[config.mk]
export PLATFORM = sky130hd
export DESIGN_NAME = supv_reset_ctrl
export DESIGN_NICKNAME = d
export VERILOG_FILES = /design/src/rtl/supv_pkg.sv /design/src/rtl/supv_wdog.sv /design/src/rtl/supv_rst_hold.sv /design/src/rtl/supv_cause.sv /design/src/rtl/supv_reset_ctrl.sv
export SDC_FILE = /design/constraint.sdc
export NUM_CORES = 1
export LEC_CHECK = 0
export BUFFER_PORTS_ARGS = -buffer_cell sky130_fd_sc_hd__buf_4
export CORE_MARGIN = 3
export CORE_UTILIZATION = 59
export DETAILED_ROUTE_END_ITERATION = 8
export PLACE_DENSITY = 0.77
export SETUP_SLACK_MARGIN = 0.5
export SLEW_MARGIN = 20
export SYNTH_ARGS = -nofsm -noshare
export SYNTH_HDL_FRONTEND = slang
export SYNTH_HIERARCHICAL = 1
export SYNTH_SLANG_ARGS = --single-unit
[constraint.sdc]
create_clock -name clk -period 3.64 [get_ports clk]
set_clock_uncertainty 0.15 [all_clocks]
set_input_delay 0.728 -clock clk [delete_from_list [all_inputs] [get_ports clk]]
set_output_delay 0.728 -clock clk [all_outputs]
set_load 0.005 [all_outputs]
[src/rtl/supv_pkg.sv]
// Shared types and the watchdog period table for the supervisor.
// Assumes the timebase period TBASE_MS divides the table entries sensibly.
package supv_pkg;

    typedef enum logic [1:0] {
        CAUSE_NONE = 2'b00,
        CAUSE_LOWV = 2'b01,
        CAUSE_WDOG = 2'b10
    } cause_e;

    localparam logic [2:0] WD_SEL_OFF = 3'b111;
    localparam int unsigned WD_MAX_MS = 60000;

    // Converts a period select into timebase ticks; 0 means disabled.
    function automatic int unsigned wd_limit(input logic [2:0] sel, input int unsigned tbase);
        int unsigned ms;
        int unsigned n;
        case (sel)
            3'd0:    ms = 150;
            3'd1:    ms = 450;
            3'd2:    ms = 1000;
            3'd3:    ms = 5000;
            3'd4:    ms = 10000;
            3'd5:    ms = 20000;
            3'd6:    ms = 60000;
            default: ms = 0;
        endcase
        n = ms / tbase;
        if (n == 0 && ms != 0) n = 1;
        return n;
    endfunction

endpackage

[src/rtl/supv_wdog.sv]
// Watchdog counter. Counts timebase ticks while enabled and pulses
// expire_o on the tick that completes the selected period.
// Assumes tick_i is a single-cycle pulse; the counter is held clear while disabled.
module supv_wdog #(
    parameter int unsigned TBASE_MS = 1
) (
    input  logic       clk,
    input  logic       rst_n,
    input  logic       tick_i,
    input  logic       kick_i,
    input  logic [2:0] sel_i,
    input  logic       hold_i,
    output logic       expire_o
);
    import supv_pkg::*;

    localparam int unsigned CNT_W = $clog2(WD_MAX_MS / TBASE_MS + 2);

    logic [CNT_W-1:0] cnt_q;
    logic [2:0]       sel_q;
    logic             en;
    logic             restart;
    logic [CNT_W-1:0] last;

    // Enable, restart and terminal-count decode.
    always_comb begin
        en       = !hold_i && (sel_i != WD_SEL_OFF);
        restart  = kick_i || (sel_i != sel_q);
        last     = CNT_W'(wd_limit(sel_i, TBASE_MS) - 1);
        expire_o = en && !restart && tick_i && (cnt_q == last);
    end

    // Tick counter with clear on restart, disable or expiry.
    always_ff @(posedge clk) begin
        if (!rst_n) begin
            cnt_q <= '0;
            sel_q <= '0;
        end else begin
            sel_q <= sel_i;
            if (!en || restart || expire_o) begin
                cnt_q <= '0;
            end else if (tick_i) begin
                cnt_q <= cnt_q + 1'b1;
            end
        end
    end

endmodule

[src/rtl/supv_rst_hold.sv]
// Reset hold generator. Any reset source sets the output and clears the
// hold counter; once sources are gone, HOLD_TICKS ticks release it.
// Assumes wd_expire_i is a one-cycle pulse. Out of reset the output starts asserted.
module supv_rst_hold #(
    parameter int unsigned HOLD_TICKS = 200
) (
    input  logic clk,
    input  logic rst_n,
    input  logic tick_i,
    input  logic vlow_i,
    input  logic wd_expire_i,
    output logic rst_o
);
    localparam int unsigned HW = $clog2(HOLD_TICKS + 1);

    logic [HW-1:0] hcnt_q;
    logic          rst_q;

    // Sets reset on a source and counts hold ticks toward release.
    always_ff @(posedge clk) begin
        if (!rst_n) begin
            rst_q  <= 1'b1;
            hcnt_q <= '0;
        end else if (vlow_i || wd_expire_i) begin
            rst_q  <= 1'b1;
            hcnt_q <= '0;
        end else if (rst_q && tick_i) begin
            if (hcnt_q == HW'(HOLD_TICKS - 1)) begin
                rst_q  <= 1'b0;
                hcnt_q <= '0;
            end else begin
                hcnt_q <= hcnt_q + 1'b1;
            end
        end
    end

    assign rst_o = rst_q;

endmodule

[src/rtl/supv_cause.sv]
// Reset-cause flag. Records the latest reset event; a clear strobe empties it.
// Events beat the clear, and low supply beats a simultaneous watchdog timeout.
module supv_cause (
    input  logic       clk,
    input  logic       rst_n,
    input  logic       vlow_i,
    input  logic       wd_expire_i,
    input  logic       clr_i,
    output logic [1:0] cause_o
);
    import supv_pkg::*;

    cause_e cause_q;
    logic   vlow_q;

    // Captures the event source, or clears on request.
    always_ff @(posedge clk) begin
        if (!rst_n) begin
            cause_q <= CAUSE_NONE;
            vlow_q  <= 1'b0;
        end else begin
            vlow_q <= vlow_i;
            if (vlow_i && !vlow_q) begin
                cause_q <= CAUSE_LOWV;
            end else if (wd_expire_i) begin
                cause_q <= CAUSE_WDOG;
            end else if (clr_i) begin
                cause_q <= CAUSE_NONE;
            end
        end
    end

    assign cause_o = cause_q;

endmodule

[src/rtl/supv_reset_ctrl.sv]
// Supervisor top: watchdog, reset hold, cause flag and registered
// supply-status outputs. Assumes comparator flags are already synchronous to clk.
module supv_reset_ctrl #(
    parameter int unsigned TBASE_MS   = 1,
    parameter int unsigned HOLD_TICKS = 200
) (
    input  logic       clk,
    input  logic       rst_n,
    input  logic       vlow_i,
    input  logic       v2low_i,
    input  logic       wd_kick_i,
    input  logic [2:0] wd_sel_i,
    input  logic       tick_i,
    input  logic       cause_clr_i,
    output logic       cpu_rst_o,
    output logic       v2fail_o,
    output logic       mem_block_o,
    output logic [1:0] cause_o
);
    logic wd_expire;
    logic v2fail_q;
    logic memblk_q;

    supv_wdog #(.TBASE_MS(TBASE_MS)) u_wdog (
        .clk      (clk),
        .rst_n    (rst_n),
        .tick_i   (tick_i),
        .kick_i   (wd_kick_i),
        .sel_i    (wd_sel_i),
        .hold_i   (cpu_rst_o || vlow_i),
        .expire_o (wd_expire)
    );

    supv_rst_hold #(.HOLD_TICKS(HOLD_TICKS)) u_hold (
        .clk         (clk),
        .rst_n       (rst_n),
        .tick_i      (tick_i),
        .vlow_i      (vlow_i),
        .wd_expire_i (wd_expire),
        .rst_o       (cpu_rst_o)
    );

    supv_cause u_cause (
        .clk         (clk),
        .rst_n       (rst_n),
        .vlow_i      (vlow_i),
        .wd_expire_i (wd_expire),
        .clr_i       (cause_clr_i),
        .cause_o     (cause_o)
    );

    // Registers the supply-status outputs.
    always_ff @(posedge clk) begin
        if (!rst_n) begin
            v2fail_q <= 1'b0;
            memblk_q <= 1'b0;
        end else begin
            v2fail_q <= v2low_i;
            memblk_q <= vlow_i;
        end
    end

    assign v2fail_o    = v2fail_q;
    assign mem_block_o = memblk_q;

endmodule

==> out/metrics.yaml <==
cells_and_area:
  drive_above_1_share_pct: 21.1
  fin_nets: 239
  syn2layout_area_growth_pct: 7.85
  fin_area_um2: 2040
  diodes: 0
  fin_cells: 270
yosys:
  synth_top_family_by_area: "simple AND/OR/NAND/NOR gates"
  synth_top_flop_cell: "dfxtp_1"
  synth-xor-area-share_pct: 9.70
  ys_seq_area_share_pct: 34.9
  synthAdderAreaFrac_pct: 1.32
  syn_inst: 218
  muxShareOfSynthArea_pct: 1.06
  synth.distinct_cells: 51
  yosys.area_share.simple_pct: 34.1
  ys_warn_count: 6
  synth.cell_area_um2: 1900
  syn_area_per_cell_um2: 8.70
  synth_edf_count: 0
  synthArstFlopShare_pct: 0
  synthesis.nets: 230
  synth_compound_area_share_pct: 13.5
  ys_ff_latch: 33
timing:
  hold_ws_ps: 329
  worst_slew_pin_slew_ps: 741
  timing.final.crit_share_pct: 77.9
  setup_tns_ps: 0
  maxSlewViolCount: 0
  slew_headroom_pct: 50.5
  achievable-frequency_mhz: 353
  rsz0062_at_grt: "false"
  period_minus_slack_ps: 2840
  hold_viol: 0
  setup_violations: 0
clock_tree:
  clk_pin_slew_worst_paths_ps: 100
  cts_sinks: 33
  htreeDepth: 2
  cts_root_buf: "clkbuf_4"
  cts_tree: "done"
  cts_buffers: 5
  ctsHoldBuffers: 0
  post_cts_buffers: 0
  clockBufferDepth: 2
  insertion_delay_ps: 330
  post_cts_resized: 0
placement:
  placedCellCount: 262
  portBuffers: 14
  placed_cell_area_um2: 1970
  hpwl_um: 2640
  gp_congestion: 0.862
drt:
  drc: 0
  drt_first_pass_iters: 4
  drt-vias-per-instance: 5.94
  vias: 1603
  drt-initial-drc-count: 111
  routed_wl_um: 3810
  wl_per_cell_um: 14.1
  antenna_left: 0
critical_path:
  crit_chain: "buf_4 -> nor3b_1 -> a2111oi_0 -> a21oi_1 -> a22oi_1 -> nor4_4 -> and2_2 -> or3b_2 -> a31o_2 -> a21oi_1"
  cp_data_arrival_time_ps: 2950
  cp_max_fo: 17
  critPathLaunchType: "input port"
  cp_slowest_cell: "or3b_2"
  cp_slowest_stage_delay_ps: 530
  critical_path.most_common_cell: "a21oi_1"
  critPathRequiredTime_ps: 3760
  critical_path_class: "input port to flip-flop"
  end_kind: "flip-flop"
die:
  fp.dieW_um: 62.7
  row_count: 19
  core_um2: 2900
  top_level_ports: 15
  initial_utilization_pct: 65.4
  die_area_um2: 3930
  die_h_um: 62.7
power:
  power.density_nw_per_um2: 319
  ir_drop_mv: 0.292
  power_leakage_nw: 0.669
outcome:
  status: "complete, no violations"
global_route:
  grt_pass1_vias: 1458
  grt_usage_pct: 20.8
  antenna_found_initial: 0
  overflow: 0
  grt_pass1_wl_um: 6540
  grt_max_degree: 23
worst_hold_path:
  hold_path_class: "flip-flop to flip-flop"
flow_run:
  drv_cap: 0
-- layout make-up --
class,instances,area (um2)
clock buffer,7,65.1
clock inverter,1,5.00
fill,249,856
inverter,5,18.8
multi-input combinational,167,1130
sequential,33,661
tap,42,52.6
timing repair buffer,15,113
-- synthesized netlist by cell type (4+ instances only) --
cell type	n	share of area [%]
a21oi_1	11	2.9
and2_1	7	2.3
and3_1	4	1.3
clkbuf_1	4	0.79
dfxtp_1	33	35
inv_1	5	0.99
nand2_1	16	3.2
nand3_1	10	2.6
nand4_1	8	2.6
nor2_1	14	2.8
nor3_1	10	2.6
nor3_2	10	5.3
o21ai_0	8	2.1
xnor2_1	8	3.7
xor2_1	13	6.0
-- worst max-delay path: cells and delay by family --
| kind | cells | cell delay [ps] |
|---|---|---|
| AOI/OAI and AO/OA | 5 | 1100 |
| and+or+nand+nor | 4 | 950 |
| buffers and inverters | 1 | 170 |
-- per-layer routing --
| metal | share of wire (%) | GRT usage [%] | vias to the layer above |
|---|---|---|---|
| li1 | - | - | 796 |
| met5 | 0 | 0 | - |
| met2 | 47 | 32.9 | 44 |
| met1 | 46 | 26.2 | 757 |
| met3 | 5.2 | 6.65 | 6 |
| met4 | 1.1 | 7.99 | 0 |
-- state kept, by name (all words and copies together), names as in the netlist --
signal,flops
mem_block_o,1
v2fail_o,1
u_hold/hcnt_q,8
u_wdog/sel_q,3
u_hold/rst_o,1
u_cause/cause_o,2
u_cause/vlow_q,1
u_wdog/cnt_q,16
-- worst paths after layout --
| kind | start | end | slack, ps | depth (start not counted) |
|---|---|---|---|---|
| worst min register to register | u_hold/hcnt_q[1]$_SDFFE_PP0P_ | u_hold/hcnt_q[1]$_SDFFE_PP0P_ | 330 | 2 |
| worst max-delay path | wd_sel_i[0] | u_hold/hcnt_q[3]$_SDFFE_PP0P_ | 800 | 10 |
| worst min-delay path | u_hold/hcnt_q[1]$_SDFFE_PP0P_ | u_hold/hcnt_q[1]$_SDFFE_PP0P_ | 330 | 2 |
| worst max register to register | u_wdog/cnt_q[13]$_SDFFE_PP0P_ | u_hold/hcnt_q[3]$_SDFFE_PP0P_ | 930 | 9 |
-- logic make-up after synthesis --
group,after synthesis
mux,2
fa+ha+maj,2
flops,33
simple gates,106
compound gates,36
xor+xnor,21
buf+inv,18
-- stage by stage --
| step | setup WS (ps) | power, mW | util (%) |
|---|---|---|---|
| 2_1_floorplan | 570 | 0.416 | - |
| 3_3_place_gp | 535 | 0.429 | 68.1 |
| 3_5_place_dp | 476 | 0.432 | 68.1 |
| 4_1_cts | 822 | 0.661 | 70.5 |
| 5_1_grt | 672 | 0.689 | 70.5 |
| 6_report | 805 | 0.652 | 70.5 |
-- power by group --
part / leakage, nW / internal [mW] / switching (mW)
sequential: 0.268 / 0.366 / 0.00227
clock: 0.0413 / 0.112 / 0.117
combinational: 0.360 / 0.0257 / 0.0299
total: 0.669 / 0.503 / 0.149
-- placed cells by master, fill, tap and decap left out, drive strengths merged, types with 8 or more instances in the layout --
cell type	n
nand4	8
xor2	13
a21oi	11
o21ai	8
buf	15
nor3	20
dfxtp	33
nand3	11
xnor2	8
and2	9
nand2	16
nor2	14
(Power assumes the default switching activity.)
